File: src/rtl/otp_seq_pkg.sv
package otp_seq_pkg;

    typedef enum logic [1:0] {
        ST_IDLE,
        ST_SHIFT,
        ST_GAP,
        ST_FIN
    } seq_state_t;

    localparam logic [12:0] OFS_CTRL   = 13'h0020;
    localparam logic [12:0] OFS_COUNT  = 13'h0024;
    localparam logic [12:0] OFS_STATUS = 13'h002C;
    localparam logic [12:0] OFS_IRQ    = 13'h0304;
    localparam logic [12:0] OFS_BUF    = 13'h1000;

    localparam int FRAME_BITS = 24;

endpackage

File: src/rtl/otp_seq_regs.sv
module otp_seq_regs
    import otp_seq_pkg::*;
#(
    parameter int BUF_WORDS = 8,
    parameter int PAIR_W    = 2,
    parameter int CNT_W     = 3
) (
    input  logic              clk,
    input  logic              rst_n,
    input  logic              bus_wr,
    input  logic [12:0]       bus_addr,
    input  logic [31:0]       bus_wdata,
    output logic [31:0]       bus_rdata,
    input  logic              done_pulse,
    input  logic [PAIR_W-1:0] pair_idx,
    output logic              start_en,
    output logic [7:0]        dev_addr,
    output logic [CNT_W-1:0]  pair_cnt,
    output logic [7:0]        byte_a,
    output logic [7:0]        byte_b
);
    localparam int IDX_W = PAIR_W + 1;
    localparam logic [12:0] BUF_END = OFS_BUF + 13'(4 * BUF_WORDS);

    logic [BUF_WORDS-1:0][31:0] buf_q;
    logic                       en_q;
    logic                       irq_q;
    logic [7:0]                 dev_q;
    logic [CNT_W-1:0]           cnt_q;
    logic                       hit_ctrl, hit_cnt, hit_stat, hit_irq, hit_buf;
    logic                       wr_ok;
    logic [IDX_W-1:0]           widx;

    assign hit_ctrl = (bus_addr == OFS_CTRL);
    assign hit_cnt  = (bus_addr == OFS_COUNT);
    assign hit_stat = (bus_addr == OFS_STATUS);
    assign hit_irq  = (bus_addr == OFS_IRQ);
    assign hit_buf  = (bus_addr >= OFS_BUF) && (bus_addr < BUF_END);
    assign widx     = bus_addr[IDX_W+1:2];
    assign wr_ok    = bus_wr && !en_q;

    always_ff @(posedge clk or negedge rst_n) begin
        if (!rst_n) begin
            en_q  <= 1'b0;
            irq_q <= 1'b0;
            dev_q <= '0;
            cnt_q <= '0;
            buf_q <= '0;
        end else begin
            if (done_pulse) begin
                en_q <= 1'b0;
            end else if (wr_ok && hit_ctrl && bus_wdata[16]) begin
                en_q <= bus_wdata[0];
            end
            if (wr_ok && hit_ctrl) begin
                dev_q <= (dev_q & ~bus_wdata[31:24]) | (bus_wdata[15:8] & bus_wdata[31:24]);
            end
            if (wr_ok && hit_cnt) begin
                cnt_q <= (cnt_q & ~bus_wdata[16 +: CNT_W])
                       | (bus_wdata[CNT_W-1:0] & bus_wdata[16 +: CNT_W]);
            end
            if (wr_ok && hit_buf) begin
                buf_q[widx] <= bus_wdata;
            end
            if (done_pulse) begin
                irq_q <= 1'b1;
            end else if (bus_wr && hit_irq && bus_wdata[1]) begin
                irq_q <= 1'b0;
            end
        end
    end

    always_comb begin
        bus_rdata = '0;
        if (hit_ctrl) begin
            bus_rdata = {16'h0, dev_q, 7'h0, en_q};
        end else if (hit_cnt) begin
            bus_rdata[CNT_W-1:0] = cnt_q;
        end else if (hit_stat) begin
            bus_rdata[0] = en_q;
        end else if (hit_irq) begin
            bus_rdata[1] = irq_q;
        end else if (hit_buf) begin
            bus_rdata = buf_q[widx];
        end
    end

    assign start_en = en_q;
    assign dev_addr = dev_q;
    assign pair_cnt = cnt_q;
    assign byte_a   = buf_q[{pair_idx, 1'b0}][7:0];
    assign byte_b   = buf_q[{pair_idx, 1'b1}][7:0];

    // an unmasked enable bit cannot start the sequencer
    p_mask_r1: assert property (@(posedge clk) disable iff (!rst_n)
        (bus_wr && hit_ctrl && !bus_wdata[16] && !en_q) |=> !en_q);

    // the finishing state drops the enable bit
    p_en_clear_r5: assert property (@(posedge clk) disable iff (!rst_n)
        done_pulse |=> !en_q);

    // setting done beats a simultaneous clear
    p_set_wins_r6: assert property (@(posedge clk) disable iff (!rst_n)
        done_pulse |=> irq_q);

    // the buffer is frozen while a sequence is pending or running
    p_buf_frozen_r7: assert property (@(posedge clk) disable iff (!rst_n)
        en_q |=> $stable(buf_q));

endmodule

File: src/rtl/otp_seq_shifter.sv
module otp_seq_shifter
    import otp_seq_pkg::*;
#(
    parameter int CLK_DIV = 4,
    parameter int PAIRS   = 4,
    parameter int PAIR_W  = 2,
    parameter int CNT_W   = 3
) (
    input  logic              clk,
    input  logic              rst_n,
    input  logic              start_en,
    input  logic [7:0]        dev_addr,
    input  logic [CNT_W-1:0]  pair_cnt,
    input  logic [7:0]        byte_a,
    input  logic [7:0]        byte_b,
    output logic [PAIR_W-1:0] pair_idx,
    output logic              done_pulse,
    output logic              ser_clk,
    output logic              ser_csn,
    output logic              ser_dout
);
    localparam int PH_W  = $clog2(CLK_DIV);
    localparam int HALF  = CLK_DIV / 2;
    localparam int BIT_W = $clog2(FRAME_BITS);
    localparam logic [CNT_W-1:0] PAIRS_C = CNT_W'(PAIRS);

    seq_state_t            state_q, state_d;
    logic [PH_W-1:0]       phase_q;
    logic [BIT_W-1:0]      bit_q;
    logic [CNT_W-1:0]      sent_q;
    logic [FRAME_BITS-1:0] sr_q;
    logic [CNT_W-1:0]      eff;
    logic                  ph_last;
    logic                  load;

    assign eff      = (pair_cnt > PAIRS_C) ? PAIRS_C : pair_cnt;
    assign ph_last  = (phase_q == PH_W'(CLK_DIV - 1));
    assign load     = (state_d == ST_SHIFT) && (state_q != ST_SHIFT);
    assign pair_idx = sent_q[PAIR_W-1:0];

    always_comb begin
        state_d = state_q;
        unique case (state_q)
            ST_IDLE:  if (start_en) state_d = (eff == '0) ? ST_FIN : ST_SHIFT;
            ST_SHIFT: if (ph_last && bit_q == '0) state_d = ST_GAP;
            ST_GAP:   if (ph_last) state_d = (sent_q == eff) ? ST_FIN : ST_SHIFT;
            ST_FIN:   state_d = ST_IDLE;
            default:  state_d = ST_IDLE;
        endcase
    end

    always_ff @(posedge clk or negedge rst_n) begin
        if (!rst_n) begin
            state_q <= ST_IDLE;
            phase_q <= '0;
            bit_q   <= '0;
            sent_q  <= '0;
            sr_q    <= '0;
        end else begin
            state_q <= state_d;
            if ((state_q == ST_SHIFT || state_q == ST_GAP) && !ph_last) begin
                phase_q <= phase_q + 1'b1;
            end else begin
                phase_q <= '0;
            end
            if (load) begin
                bit_q <= BIT_W'(FRAME_BITS - 1);
                sr_q  <= {dev_addr, byte_a, byte_b};
            end else if (state_q == ST_SHIFT && ph_last && bit_q != '0) begin
                bit_q <= bit_q - 1'b1;
                sr_q  <= {sr_q[FRAME_BITS-2:0], 1'b0};
            end
            if (state_q == ST_FIN) begin
                sent_q <= '0;
            end else if (state_q == ST_SHIFT && state_d == ST_GAP) begin
                sent_q <= sent_q + 1'b1;
            end
        end
    end

    always_comb begin
        ser_csn    = (state_q != ST_SHIFT);
        ser_clk    = (state_q == ST_SHIFT) && (phase_q >= PH_W'(HALF));
        ser_dout   = (state_q == ST_SHIFT) && sr_q[FRAME_BITS-1];
        done_pulse = (state_q == ST_FIN);
    end

    // data holds while the serial clock is high
    p_dout_hold_r3: assert property (@(posedge clk) disable iff (!rst_n)
        ser_clk |-> $stable(ser_dout));

    // a frame is only open while software's enable is set
    p_csn_en_r4: assert property (@(posedge clk) disable iff (!rst_n)
        !ser_csn |-> start_en);

endmodule

File: src/rtl/otp_seq.sv
module otp_seq #(
    parameter int BUF_WORDS = 8,
    parameter int CLK_DIV   = 4
) (
    input  logic        clk,
    input  logic        rst_n,
    input  logic        bus_wr,
    input  logic [12:0] bus_addr,
    input  logic [31:0] bus_wdata,
    output logic [31:0] bus_rdata,
    output logic        ser_clk,
    output logic        ser_csn,
    output logic        ser_dout
);
    localparam int PAIRS  = BUF_WORDS / 2;
    localparam int PAIR_W = $clog2(PAIRS);
    localparam int CNT_W  = PAIR_W + 1;

    logic              start_en;
    logic              done_pulse;
    logic [7:0]        dev_addr;
    logic [CNT_W-1:0]  pair_cnt;
    logic [7:0]        byte_a, byte_b;
    logic [PAIR_W-1:0] pair_idx;

    otp_seq_regs #(
        .BUF_WORDS(BUF_WORDS),
        .PAIR_W   (PAIR_W),
        .CNT_W    (CNT_W)
    ) u_regs (
        .clk       (clk),
        .rst_n     (rst_n),
        .bus_wr    (bus_wr),
        .bus_addr  (bus_addr),
        .bus_wdata (bus_wdata),
        .bus_rdata (bus_rdata),
        .done_pulse(done_pulse),
        .pair_idx  (pair_idx),
        .start_en  (start_en),
        .dev_addr  (dev_addr),
        .pair_cnt  (pair_cnt),
        .byte_a    (byte_a),
        .byte_b    (byte_b)
    );

    otp_seq_shifter #(
        .CLK_DIV(CLK_DIV),
        .PAIRS  (PAIRS),
        .PAIR_W (PAIR_W),
        .CNT_W  (CNT_W)
    ) u_shift (
        .clk       (clk),
        .rst_n     (rst_n),
        .start_en  (start_en),
        .dev_addr  (dev_addr),
        .pair_cnt  (pair_cnt),
        .byte_a    (byte_a),
        .byte_b    (byte_b),
        .pair_idx  (pair_idx),
        .done_pulse(done_pulse),
        .ser_clk   (ser_clk),
        .ser_csn   (ser_csn),
        .ser_dout  (ser_dout)
    );

endmodule

File: config.mk
export PLATFORM = sky130hd
export DESIGN_NAME = otp_seq
export DESIGN_NICKNAME = d
export VERILOG_FILES = /design/src/rtl/otp_seq_pkg.sv /design/src/rtl/otp_seq_regs.sv /design/src/rtl/otp_seq_shifter.sv /design/src/rtl/otp_seq.sv
export SDC_FILE = /design/constraint.sdc
export NUM_CORES = 1
export LEC_CHECK = 0
export ABC_AREA = 0
export BUFFER_PORTS_ARGS = -buffer_cell sky130_fd_sc_hd__buf_2
export CAP_MARGIN = 20
export CORE_MARGIN = 3
export CORE_UTILIZATION = 30
export DETAILED_ROUTE_END_ITERATION = 7
export PLACE_DENSITY_LB_ADDON = 0.05
export SYNTH_ARGS = -nofsm -noshare
export SYNTH_HDL_FRONTEND = slang
export SYNTH_SLANG_ARGS = --single-unit
File: constraint.sdc
create_clock -name clk -period 3.27 [get_ports clk]
set_clock_uncertainty 0.2 [all_clocks]
set_input_delay 0.4905 -clock clk [delete_from_list [all_inputs] [get_ports clk]]
set_output_delay 0.4905 -clock clk [all_outputs]
set_load 0.05 [all_outputs]
==> results_dict.tcl <==
set metrics [dict create \
    status "finished, final reports clean" \
    die_x_microns 227.2 \
    crit_fanout 6 \
    arrival_ps 2400 \
    synth_cells 975 \
    post-synth-top-area-fraction_pct 52.00 \
    hpwl_microns 26570 \
    cts_tree "done" \
    ys_async_sr_fraction_pct 100.0 \
    core_area_sq_mm 0.04805 \
    final_cells 1721 \
    drv_cap 0 \
    grt_max_degree 67 \
    syn-cell-area_sq_mm 0.01468 \
    fin_nets 1141 \
    ys_seq_elements 305 \
    vias 8780 \
    ys_seq_area_share_pct 52.00 \
    rrSetupSlack_ps 560 \
    synth_cell_types 52 \
    h-tree-depth 2 \
    post-place-cells 1657 \
    grt_pass1_wl_microns 63020 \
    mappedNetlistNets 1032 \
    cts_buffers 39 \
    filler_cell_count 4651 \
    fin_crit_sh_pct 94.63 \
    r2r_cells 6 \
    clk_latency_ps 550 \
    leakagePower_nw 8.329 \
    root_buffer "clkbuf_16" \
    path_cells "buf_2, or4_4, nand2b_4, nor3_1, a22oi_1, o21ai_1, buf_2" \
    critical-path-slowest-cell "or4_4" \
    synth.largest_area_cell "dfrtp_1" \
    drt_iter0_drc 386 \
    vdd_ir_drop_max_mv 0.2836 \
    path_common_cell "buf_2" \
    startpoint "bus_addr[6]" \
    rr_startpoint "u_shift.state_q[1]" \
    routed_wire_length_per_instance_microns 23.89 \
    vias_per_cell 5.102 \
    grt_antenna_before_repair 3 \
    path_class "primary input to output pin" \
    fmax_ghz 0.3232 \
    worstHoldPathType "primary input to register" \
    hold_start "bus_wdata[6]" \
    ios 83 \
    tightest_slew_ps 592.0 \
    hold_viol_final 0 \
    grt-ovfl-total 0 \
    fin_crit_ps 3094 \
    grt_pass1_vias 9384 \
    ys_top_cells_by_count "dfrtp_1 (305), mux2_2 (232), mux4_2 (80), nor2_1 (37), nand2_1 (34)" \
    start_util_pct 30.55 \
    worstPathRequired_ps 2580 \
    grt_setup_unrepaired "false" \
    rows 80 \
    route.detailed.drc 0 \
    place_congestion 0.7338 \
    endpoint "bus_rdata[1]" \
    die_y_microns 227.2 \
    drtAntennaViolNets 0 \
    slew_violations 0 \
    crit_path_end_kind "output pin" \
    synth_flop_cell "dfrtp_1" \
    holdWs_ps 84.75 \
    r2r-end "u_shift.sr_q[21]" \
    setup_viol 0 \
    setup_tns_ps 0 \
    dr.pass1.iters 6 \
    synth.area.top_cells "dfrtp_1 (52%), mux2_2 (18%), mux4_2 (12%)" \
    yosysWarnings 0 \
    clock_path_buffers 3 \
    cts.sinks 305 \
    cp-start-kind "primary input" \
    io_buffers 82 \
    drive_above_1_share_pct 50.41 \
    drt-total-wl_microns 41120 \
    critical-path-top-delay-family "simple AND/OR/NAND/NOR gates" \
    grt.total_usage_pct 16.43 \
    ctsResizeCount 0 \
    synth_edf_count 0 \
    cts.reportedPaths.clkPinSlew_ps 50 \
    power_density_mw_per_mm2 517.1 \
    die-area_sq_mm 0.05161 \
    relSlewSlack_pct 60.54 \
    avgSynthCellArea_sq_um 15.05 \
    path_depth 7 \
    area_growth_pct 18.45 \
    slowest_delay_ps 570 \
    yosysMostFrequentCell "dfrtp_1" \
    cp_num_buf_inv 2 \
]
[report_power, final]
group / internal (mW) / leakage [nW] / switching, mW / total, mW
logic: 0.374 / 3.51 / 0.590 / 0.964
registers: 3.87 / 4.24 / 0.0795 / 3.95
clock network: 2.45 / 0.581 / 1.63 / 4.07
[cell families (layout without fill, tap and decap cells)]
family	after synthesis	count (layout)	share of synthesized area, %
fa+ha+maj	9	9	0.7673
flops	305	305	52.00
buf+inv	78	208	2.609
simple gates	125	125	4.544
xor+xnor	7	7	0.4177
mux	382	382	35.93
compound gates	69	69	3.726
other cells	0	1	0
[flip-flops by register name, summed over array words and instances, names as in the netlist, named ones only]
name	cells
u_regs.start_en	1
u_shift.sent_q	3
u_regs.irq_q	1
u_shift.phase_q	2
u_shift.state_q	2
u_regs.buf_q	256
u_shift.sr_q	24
u_shift.bit_q	5
[how the worst min path moves through the flow]
stage	cells after the start	to
4_1_cts	2	u_regs.buf_q[166]
6_report	2	u_regs.buf_q[166]
5_1_grt	2	u_regs.buf_q[198]
3_5_place_dp	1	u_shift.phase_q[0]
3_3_place_gp	1	u_shift.phase_q[0]
2_1_floorplan	0	asynchronous set/reset pin
[cell usage in the layout (no fill, tap or decap), types with 23 or more instances in the layout]
cell       count
dfrtp_1      305
mux2_2       232
mux4_2        80
buf_2         79
buf_4         42
clkbuf_16     39
nor2_1        35
mux2i_1       33
nand2_1       32
mux2_4        30
a221o_1       23
[per-stage QoR]
step	cell area, sq um	setup slack [ps]	power (mW)	utilization, %
floorplan	14710	4.479	4.587	-
finish	17380	175.5	8.989	36.18
detailed placement	16190	219.1	5.006	33.70
global placement	16190	236.7	5.007	33.70
global route	17380	151.0	9.441	36.18
CTS	17380	221.1	9.196	36.18
[routing by layer]
metal / vias to the layer above / GRT usage (%) / routed length (microns)
met2: 140 / 25.30 / 18970
met5: - / 0 / 26
met4: 4 / 4.372 / 714
met1: 4712 / 24.12 / 19850
li1: 3874 / - / -
met3: 50 / 2.747 / 1557
[what timing repair did]
action                    4_1_cts  5_1_grt
hold endpoints to repair       60        0
buffers inserted                0        0
hold buffers                    1        0
[final cells by class]
class	count	area [sq um]	share of cell area [%]
flip-flops and latches	305	7632	43.90
multi-input cells	592	6734	38.74
clock buffers	54	1082	6.226
repair buffers	138	1036	5.959
well taps	615	769.5	4.426
clock inverters	8	97.59	0.5614
inverters	8	30.03	0.1727
diodes	1	2.502	0.01439
(Power assumes the default switching activity.)
